--- src/rtl/xfer_chunker_pkg.sv ---
package xfer_chunker_pkg;

  localparam int NUM_QUEUES = 5;

  typedef enum logic [1:0] {
    ST_IDLE  = 2'd0,
    ST_ISSUE = 2'd1,
    ST_WAIT  = 2'd2,
    ST_DONE  = 2'd3
  } seq_state_t;

  typedef enum logic {
    OP_READ  = 1'b0,
    OP_WRITE = 1'b1
  } xfer_op_t;

endpackage

--- src/rtl/xfer_chunk_size.sv ---
module xfer_chunk_size #(
  parameter int LW        = 32,
  parameter int MAX_CHUNK = 1024,
  parameter int CW        = $clog2(MAX_CHUNK + 1)
) (
  input  logic [LW-1:0] remaining,
  output logic [CW-1:0] chunk,
  output logic          last_chunk
);

  localparam logic [LW-1:0] LIMIT = LW'(MAX_CHUNK);

  always_comb begin
    last_chunk = (remaining <= LIMIT);
    if (last_chunk) chunk = remaining[CW-1:0];
    else            chunk = CW'(MAX_CHUNK);
  end

endmodule

--- src/rtl/xfer_seq_ctrl.sv ---
module xfer_seq_ctrl
  import xfer_chunker_pkg::*;
(
  input  logic clk,
  input  logic rst,
  input  logic req_valid,
  input  logic zero_len,
  input  logic any_full,
  input  logic last_chunk,
  output logic accept,
  output logic issue,
  output logic busy,
  output logic done,
  output logic err_flag
);

  seq_state_t state_q, state_d;
  logic       reject;

  always_comb begin
    state_d = state_q;
    case (state_q)
      ST_IDLE:  if (req_valid) state_d = zero_len ? ST_DONE : ST_ISSUE;
      ST_ISSUE: begin
        if (any_full)        state_d = ST_WAIT;
        else if (last_chunk) state_d = ST_DONE;
      end
      ST_WAIT:  if (!any_full) state_d = ST_ISSUE;
      ST_DONE:  state_d = ST_IDLE;
      default:  state_d = ST_IDLE;
    endcase
  end

  assign accept = (state_q == ST_IDLE) && req_valid;
  assign issue  = (state_q == ST_ISSUE) && !any_full;
  assign reject = (state_q != ST_IDLE) && req_valid;

  always_ff @(posedge clk) begin
    if (rst) begin
      state_q  <= ST_IDLE;
      busy     <= 1'b0;
      done     <= 1'b0;
      err_flag <= 1'b0;
    end else begin
      state_q  <= state_d;
      busy     <= (state_d != ST_IDLE);
      done     <= (state_d == ST_DONE);
      err_flag <= err_flag | reject;
    end
  end

endmodule

--- src/rtl/xfer_cursor.sv ---
module xfer_cursor #(
  parameter int AW  = 32,
  parameter int IDW = 16,
  parameter int LW  = 32,
  parameter int CW  = 11
) (
  input  logic           clk,
  input  logic           rst,
  input  logic           load,
  input  logic           advance,
  input  logic [AW-1:0]  in_local,
  input  logic [AW-1:0]  in_remote,
  input  logic [IDW-1:0] in_node,
  input  logic [LW-1:0]  in_length,
  input  logic           in_dir,
  input  logic [CW-1:0]  chunk,
  output logic [AW-1:0]  cur_local,
  output logic [AW-1:0]  cur_remote,
  output logic [IDW-1:0] cur_node,
  output logic           cur_dir,
  output logic [LW-1:0]  remaining
);

  always_ff @(posedge clk) begin
    if (rst) begin
      cur_local  <= '0;
      cur_remote <= '0;
      cur_node   <= '0;
      cur_dir    <= 1'b0;
      remaining  <= '0;
    end else if (load) begin
      cur_local  <= in_local;
      cur_remote <= in_remote;
      cur_node   <= in_node;
      cur_dir    <= in_dir;
      remaining  <= in_length;
    end else if (advance) begin
      cur_local  <= cur_local + AW'(chunk);
      cur_remote <= cur_remote + AW'(chunk);
      remaining  <= remaining - LW'(chunk);
    end
  end

endmodule

--- src/rtl/xfer_cmd_out.sv ---
module xfer_cmd_out #(
  parameter int AW  = 32,
  parameter int IDW = 16,
  parameter int CW  = 11
) (
  input  logic           clk,
  input  logic           rst,
  input  logic           issue,
  input  logic [AW-1:0]  cur_local,
  input  logic [AW-1:0]  cur_remote,
  input  logic [IDW-1:0] cur_node,
  input  logic           cur_dir,
  input  logic [CW-1:0]  chunk,
  output logic           cmd_push,
  output logic [AW-1:0]  cmd_local_addr,
  output logic [AW-1:0]  cmd_remote_addr,
  output logic [IDW-1:0] cmd_node_id,
  output logic [CW-1:0]  cmd_byte_count,
  output logic           cmd_opcode
);

  always_ff @(posedge clk) begin
    if (rst) begin
      cmd_push        <= 1'b0;
      cmd_local_addr  <= '0;
      cmd_remote_addr <= '0;
      cmd_node_id     <= '0;
      cmd_byte_count  <= '0;
      cmd_opcode      <= 1'b0;
    end else begin
      cmd_push <= issue;
      if (issue) begin
        cmd_local_addr  <= cur_local;
        cmd_remote_addr <= cur_remote;
        cmd_node_id     <= cur_node;
        cmd_byte_count  <= chunk;
        cmd_opcode      <= cur_dir;
      end
    end
  end

endmodule

--- src/rtl/xfer_chunker.sv ---
module xfer_chunker
  import xfer_chunker_pkg::*;
#(
  parameter int AW        = 32,
  parameter int IDW       = 16,
  parameter int LW        = 32,
  parameter int MAX_CHUNK = 1024,
  parameter int CW        = $clog2(MAX_CHUNK + 1)
) (
  input  logic                  clk,
  input  logic                  rst,
  input  logic                  req_valid,
  input  logic                  req_dir,
  input  logic [AW-1:0]         req_local_addr,
  input  logic [AW-1:0]         req_remote_addr,
  input  logic [IDW-1:0]        req_node_id,
  input  logic [LW-1:0]         req_length,
  input  logic [NUM_QUEUES-1:0] fifo_full,
  output logic                  cmd_push,
  output logic [AW-1:0]         cmd_local_addr,
  output logic [AW-1:0]         cmd_remote_addr,
  output logic [IDW-1:0]        cmd_node_id,
  output logic [CW-1:0]         cmd_byte_count,
  output logic                  cmd_opcode,
  output logic                  busy,
  output logic                  done,
  output logic                  err_flag
);

  logic           accept, issue, last_chunk, any_full;
  logic [CW-1:0]  chunk;
  logic [AW-1:0]  cur_local, cur_remote;
  logic [IDW-1:0] cur_node;
  logic           cur_dir;
  logic [LW-1:0]  remaining;

  // Stall if any one of the parameter queues has no room.
  logic [NUM_QUEUES:0] full_chain;
  assign full_chain[0] = 1'b0;
  for (genvar q = 0; q < NUM_QUEUES; q++) begin : g_full
    assign full_chain[q+1] = full_chain[q] | fifo_full[q];
  end
  assign any_full = full_chain[NUM_QUEUES];

  xfer_seq_ctrl u_ctrl (
    .clk        (clk),
    .rst        (rst),
    .req_valid  (req_valid),
    .zero_len   (req_length == '0),
    .any_full   (any_full),
    .last_chunk (last_chunk),
    .accept     (accept),
    .issue      (issue),
    .busy       (busy),
    .done       (done),
    .err_flag   (err_flag)
  );

  xfer_cursor #(.AW(AW), .IDW(IDW), .LW(LW), .CW(CW)) u_cursor (
    .clk        (clk),
    .rst        (rst),
    .load       (accept),
    .advance    (issue),
    .in_local   (req_local_addr),
    .in_remote  (req_remote_addr),
    .in_node    (req_node_id),
    .in_length  (req_length),
    .in_dir     (req_dir),
    .chunk      (chunk),
    .cur_local  (cur_local),
    .cur_remote (cur_remote),
    .cur_node   (cur_node),
    .cur_dir    (cur_dir),
    .remaining  (remaining)
  );

  xfer_chunk_size #(.LW(LW), .MAX_CHUNK(MAX_CHUNK), .CW(CW)) u_size (
    .remaining  (remaining),
    .chunk      (chunk),
    .last_chunk (last_chunk)
  );

  xfer_cmd_out #(.AW(AW), .IDW(IDW), .CW(CW)) u_out (
    .clk             (clk),
    .rst             (rst),
    .issue           (issue),
    .cur_local       (cur_local),
    .cur_remote      (cur_remote),
    .cur_node        (cur_node),
    .cur_dir         (cur_dir),
    .chunk           (chunk),
    .cmd_push        (cmd_push),
    .cmd_local_addr  (cmd_local_addr),
    .cmd_remote_addr (cmd_remote_addr),
    .cmd_node_id     (cmd_node_id),
    .cmd_byte_count  (cmd_byte_count),
    .cmd_opcode      (cmd_opcode)
  );

endmodule

--- config.mk ---
export PLATFORM = sky130hd
export DESIGN_NAME = xfer_chunker
export DESIGN_NICKNAME = d
export VERILOG_FILES = /design/src/rtl/xfer_chunker_pkg.sv /design/src/rtl/xfer_chunk_size.sv /design/src/rtl/xfer_seq_ctrl.sv /design/src/rtl/xfer_cursor.sv /design/src/rtl/xfer_cmd_out.sv /design/src/rtl/xfer_chunker.sv
export SDC_FILE = /design/constraint.sdc
export NUM_CORES = 1
export LEC_CHECK = 0
export ABC_AREA = 1
export BUFFER_PORTS_ARGS = -buffer_cell sky130_fd_sc_hd__buf_4
export CAP_MARGIN = 20
export CELL_PAD_IN_SITES_DETAIL_PLACEMENT = 1
export CELL_PAD_IN_SITES_GLOBAL_PLACEMENT = 1
export CORE_MARGIN = 1.5
export CORE_UTILIZATION = 25
export DETAILED_ROUTE_END_ITERATION = 16
export PLACE_DENSITY = 0.56
export SLEW_MARGIN = 20
export SYNTH_ARGS = -nofsm -noshare
export SYNTH_HDL_FRONTEND = slang
export SYNTH_HIERARCHICAL = 1
export SYNTH_SLANG_ARGS = --single-unit
--- constraint.sdc ---
create_clock -name clk -period 2.7 [get_ports clk]
set_clock_uncertainty 0.05 [all_clocks]
set_input_delay 0.54 -clock clk [delete_from_list [all_inputs] [get_ports clk]]
set_output_delay 0.54 -clock clk [all_outputs]
set_load 0.02 [all_outputs]
# Word-level counts from Yosys, hierarchy flattened

Cells that the tools add are included.

Register bits: 211
Input bits: 121
Output and inout port bits: 96
Logic and storage cells: 50

$add $sub $neg: 3
Magnitude comparators: 1
Eq/ne operators: 4
Muxes and demuxes: 13
Bitwise logic cells: 5
Reduce and logical (&&, ||, !) cells: 9

Operators with widths:

| kind                                                                               | count |
|---|---|
| 32-bit two-way mux                                                                 | 6 |
| 32-bit by 11-bit adder with 32-bit output                                          | 2 |
| 32-bit by 11-bit less-or-equal comparator with 1-bit output, second input constant | 1 |
| 32-bit zero test                                                                   | 1 |
| 32-bit by 11-bit subtractor with 32-bit output                                     | 1 |
| 11-bit two-way mux                                                                 | 1 |
| 2-bit two-way mux                                                                  | 5 |
| 2-bit case mux with 4 select lines                                                 | 1 |
| 2-bit equality test, second input constant                                         | 3 |
| 2-bit nonzero test                                                                 | 3 |
| 1-bit bitwise OR                                                                   | 5 |
| 1-bit logical AND                                                                  | 3 |
| 2-bit by 1-bit equality test with 1-bit output, second input constant              | 1 |
| 2-bit zero test                                                                    | 1 |
| 1-bit zero test                                                                    | 1 |

# Longest topological paths before layout

Word-level depth: 8
Mapped depth: 21
Mapped depth without buffers: 21

# Cells and area by module

The synthesis kept the hierarchy.

By module, submodules not included:

| module          | times used | cells each | area an instance (sq um) | sequential area each (sq um) |
|---|---|---|---|---|
| xfer_cursor     | 1          | 1447       | 8807.2                   | 2262.2 |
| xfer_cmd_out    | 1          | 587        | 3868.7                   | 1861.8 |
| xfer_chunk_size | 1          | 57         | 271.5                    | 0.0 |
| xfer_seq_ctrl   | 1          | 33         | 215.2                    | 100.1 |
| xfer_chunker    | 1          | 34         | 128.9                    | 0.0 |

# Worst setup path before layout

Ideal clock, no wire load.

Path type: register -> register
From: register u_cursor.remaining[18]
To: register u_cursor.remaining[31]
Setup time: 71 ps
Arrival time: 2416 ps
Data required time: 2579 ps
Slack: 163 ps
Cell stages (with the launch flop): 20
Path buffers: 2
Period minus slack after synthesis: 2537 ps
Cell sequence: dfxtp_1 or2_1 nor2_1 nand2_1 nor2_2 nand2_2 buf_6 nor2_2 inv_1 ha_1 nand2_2 inv_1 a21oi_1 nand2_1 nand2_1 buf_4 nand3_1 nand2_1 nand3_1 a21oi_1

Word-level cells in the longest chain between the ends: 5

RTL lines:

| what                                                        | line                  | text |
|---|---|---|
| start, declared                                             | xfer_cursor.sv:21     | `output logic [LW-1:0] remaining` |
| start signal, assigned                                      | xfer_cursor.sv:36     | `remaining <= in_length;` |
| start signal, assigned                                      | xfer_cursor.sv:40     | `remaining <= remaining - LW'(chunk);` |
| 32-bit by 11-bit less-or-equal comparator with 1-bit output | xfer_chunk_size.sv:14 | `last_chunk = (remaining <= LIMIT);` |
| 11-bit two-way mux                                          | xfer_chunk_size.sv:15 | `if (last_chunk) chunk = remaining[CW-1:0];` |
| via chunk[6]                                                | xfer_chunker.sv:31    | `logic [CW-1:0] chunk;` |
| 32-bit by 11-bit subtractor with 32-bit output              | xfer_cursor.sv:40     |  |
| 32-bit two-way mux                                          | xfer_cursor.sv:37     | `end else if (advance) begin` |
| 32-bit two-way mux                                          | xfer_cursor.sv:31     | `end else if (load) begin` |

The timed path passes the listed nets, and every way through them passes these cells. The select of a mux whose other input is x is not followed.
A chain may end at the register's enable or synchronous reset.

# Final worst setup path

From: register u_cursor.remaining[24]
To: register u_cursor.cur_local[22]

Word-level cells in the longest chain between the ends: 5

RTL lines:

| what                                                        | line                  | text |
|---|---|---|
| 32-bit by 11-bit less-or-equal comparator with 1-bit output | xfer_chunk_size.sv:14 |  |
| 11-bit two-way mux                                          | xfer_chunk_size.sv:15 |  |
| via chunk[1]                                                | xfer_chunker.sv:31    |  |
| 32-bit by 11-bit adder with 32-bit output                   | xfer_cursor.sv:38     | `cur_local <= cur_local + AW'(chunk);` |
| 32-bit two-way mux                                          | xfer_cursor.sv:37     |  |
| 32-bit two-way mux                                          | xfer_cursor.sv:31     |  |
| end signal, assigned                                        | xfer_cursor.sv:32     | `cur_local <= in_local;` |
| end signal, assigned                                        | xfer_cursor.sv:38     |  |
| end, declared                                               | xfer_cursor.sv:17     | `output logic [AW-1:0] cur_local,` |

The timed path passes the listed nets, and every way through them passes these cells. The select of a mux whose other input is x is not followed.

==> impl_metrics.env <==
export IMPL_yosys_area_share_simple=0.411
export IMPL_r2r_slack_ps=-80
export IMPL_p_switching_w=0.00297
export IMPL_slowest_stage="dfxtp_2"
export IMPL_utilization=0.376
export IMPL_r2r_start="u_cursor/remaining[24]"
export IMPL_synth_top_family_by_area="simple AND/OR/NAND/NOR gates"
export IMPL_yosysTopAreaCellShare=0.318
export IMPL_synth_edff_count=0
export IMPL_crit_path_frequent_cell="nand2_4"
export IMPL_drtPass1Iterations=5
export IMPL_num_io_pins=217
export IMPL_yosys_top_cells_count="nand2_1 (641), nor2_1 (341), inv_1 (305), dfxtp_1 (211), nand3_1 (156)"
export IMPL_dpl_hpwl_um=39700
export IMPL_clk_insertion_delay_late_ps=570
export IMPL_pwr_share_clk=0.412
export IMPL_dieArea_sq_mm=0.0546
export IMPL_r2r_end="u_cursor/cur_local[22]"
export IMPL_setup_violations=24
export IMPL_post_route_min_period_ps=2780
export IMPL_wl_per_cell_um=16.7
export IMPL_finalPower_w=0.00958
export IMPL_fp_dieH_um=234
export IMPL_setup_ws_ps=-84.6
export IMPL_p_int_w=0.00661
export IMPL_drc=0
export IMPL_seqPwrFrac=0.356
export IMPL_drv_cap=0
export IMPL_ys_ff_latch=211
export IMPL_holdWs_ps=152
export IMPL_grt_max_degree=135
export IMPL_synth_nets=2315
export IMPL_ir_drop_uv=395
export IMPL_place_ws_ps=-328
export IMPL_synth_area_mux_share=0
export IMPL_hold_class="in2reg"
export IMPL_clkSinkCount=211
export IMPL_grt_use_total=0.194
export IMPL_h_tree_depth=1
export IMPL_routed_wl_um=54200
export IMPL_power_switching_share=0.310
export IMPL_std_cell_rows=84
export IMPL_syn_inst=2158
export IMPL_synth_area_per_cell_sq_um=6.16
export IMPL_power_leakage_nw=9.05
export IMPL_critical_path_cell_chain="nor2_2 > nand2_2 > nor2_2 > nand2_2 > nor2_4 > nand2_4 > buf_12 > nor2_4 > buf_12 > buf_8 > fa_2 > nand3_2 > nand3_4 > nand2_4 > nand2_4 > buf_6 > nand3_1 > nand3b_1 > nand3_1 > a21oi_1"
export IMPL_hold_depth=3
export IMPL_post_route_period_util=1.03
export IMPL_crit_required_ps=3140
export IMPL_cts_root_buf="clkbuf_16"
export IMPL_die_w_um=234
export IMPL_violations="negative setup slack"
export IMPL_synth_most_common_cell="nand2_1"
export IMPL_rr_worst_depth=20
export IMPL_rsz0062_at_grt="true"
export IMPL_yosys_area_top_type="dfxtp_1"
export IMPL_antenna_found_initial=0
export IMPL_relSlewSlack=0.428
export IMPL_yosysWarnings=6
export IMPL_cpLargestDelayFamily="simple AND/OR/NAND/NOR gates"
export IMPL_antenna_left=0
export IMPL_hold_viol_final=0
export IMPL_diodes=0
export IMPL_first_global_vias=15300
export IMPL_drv_slew=0
export IMPL_clock_fmax_mhz=359
export IMPL_synthArstFlopShare=0
export IMPL_start_util=0.253
export IMPL_cp_start_kind="flip-flop"
export IMPL_ys_types=40
export IMPL_critPathMaxStageDelay_ps=320
export IMPL_cts_reportedPaths_clkPinSlew_ps=60
export IMPL_ys_flop_type="dfxtp_1"
export IMPL_cp_end_kind="flip-flop"
export IMPL_synth_adder_area_share=0.0356
export IMPL_grt_ovfl_total=0
export IMPL_ys_seq_area_frac=0.318
export IMPL_synthXorXnorAreaFrac=0.00988
export IMPL_initialDrtViolationCount=532
export IMPL_clk_path_buf_depth=3
export IMPL_nFillCells=6600
export IMPL_synth_compound_area_frac=0.101
export IMPL_cp_max_fo=6
export IMPL_syn_area_sq_mm=0.0133
export IMPL_power_density_mw_per_mm2=485
export IMPL_min_delay_start="req_node_id[14]"
export IMPL_vias_per_cell=4.58
export IMPL_whs_endpoint="u_cursor/cur_node[14]"
export IMPL_area_growth_pct=48.6
export IMPL_worstPathArrival_ps=3220
export IMPL_crit_type="reg2reg"
export IMPL_final_area_sq_mm=0.0197
export IMPL_grt_first_pass_wirelength_um=83900
export IMPL_drive_above_1_share=0.345
export IMPL_core_area_sq_mm=0.0526
export IMPL_cts_tree="yes"
export IMPL_io_buffers=216
export IMPL_finalWeightedCongestion=0.884
export IMPL_ctsHoldBuffers=0
export IMPL_outcome="complete, but fails checks"
export IMPL_fin_nets=2685
export IMPL_numCtsBuffers=28
export IMPL_comb_power_share=0.232
export IMPL_worst_pin_slew_ps=857
export IMPL_synth_area_leaders="dfxtp_1 (32%), nand2_1 (18%), nor2_1 (9.6%), inv_1 (8.6%), nand3_1 (5.9%)"
export IMPL_crit_buf_inv=4
export IMPL_postPlaceCellArea_sq_mm=0.0167
export IMPL_num_vias=14800
-- worst min-delay path: stages --
cell and delay [ps]:
buf_4 80, nor2_1 30, nor2_1 90
-- layout by cell type (no fill, tap or decap), types with 35 or more instances in the layout --
master	Yosys	final
nor2_1	341	308
a22oi_1	68	68
buf_4	9	370
inv_1	305	271
nand2_4	0	43
nand2_1	641	520
dfxtp_1	211	203
nand3_2	9	36
nand3_1	156	116
nand2_2	24	102
inv_2	12	41
nor2_2	33	43
buf_6	12	35
a21oi_1	81	54
-- power by group through the flow --
stage	combinational, W	clock (W)	sequential (W)
2_1_floorplan	0.000986	0	0.00345
3_3_place_gp	0.00177	0	0.00346
3_5_place_dp	0.00180	0	0.00347
4_1_cts	0.00205	0.00408	0.00341
5_1_grt	0.00243	0.00421	0.00344
6_report	0.00222	0.00394	0.00341
-- layer usage --
layer,part of all wire,global-route usage
met4,0.017,0.0467
met2,0.48,0.330
met1,0.47,0.256
met5,0,0
met3,0.038,0.0265
-- layout make-up --
type                    instances  area [sq um]  share of cell area
clock inverters                10           128             0.00646
inverters                     319          1210              0.0613
repair buffers                418          3430               0.174
clock buffers                  40           827              0.0419
multi-input cells            1550          9050               0.458
flip-flops and latches        211          4230               0.214
well taps                     688           861              0.0436
-- worst max-delay path by stage --
stage / cells after the start / slack, ps / startpoint / to
after floorplan: 19 / 160 / u_cursor/remaining[18] / u_cursor/remaining[31]
after global placement: 16 / -250 / u_cursor/remaining[20] / u_cursor/remaining[19]
after detailed placement: 21 / -330 / u_cursor/remaining[24] / u_cursor/cur_local[18]
after CTS: 21 / -70 / u_cursor/remaining[27] / u_cursor/cur_local[30]
after global routing: 17 / -180 / u_cursor/remaining[22] / u_cursor/cur_local[30]
final: 20 / -80 / u_cursor/remaining[24] / u_cursor/cur_local[22]
-- flip-flops by register name (all words and copies together), names as in the netlist --
signal,count
u_ctrl/err_flag,1
u_out/cmd_byte_count,11
u_cursor/cur_node,16
u_cursor/remaining,32
u_cursor/cur_local,32
u_ctrl/state_q,2
u_out/cmd_local_addr,32
u_cursor/cur_dir,1
u_ctrl/busy,1
u_out/cmd_push,1
u_out/cmd_remote_addr,32
u_ctrl/done,1
u_cursor/cur_remote,32
u_out/cmd_opcode,1
u_out/cmd_node_id,16
-- stage by stage --
stage / instances / TNS [ps]
after floorplan: 2158 / 0
after global placement: 3150 / -11740
after detailed placement: 3150 / -18760
after CTS: 3219 / -545
after global routing: 3236 / -7840
final: 3236 / -547
-- cell families (layout without fill, tap and decap cells) --
group                      after synthesis  count (layout)
buffers and inverters                  397             787
and+or+nand+nor                       1280            1280
DFF                                    211             211
adders and majority gates               36              36
AOI/OAI and AO/OA                      219             219
xor gates and xnor gates                15              15
-- timing repair --
item | in CTS | in global routing
gates resized for setup | 231 | 226
pin swaps | 100 | 100
setup buffers | 20 | 18
endpoints found under the setup margin | 85 | 84
gates cloned | 1 | 0
Note: power is estimated with default switching activity, not from simulation.
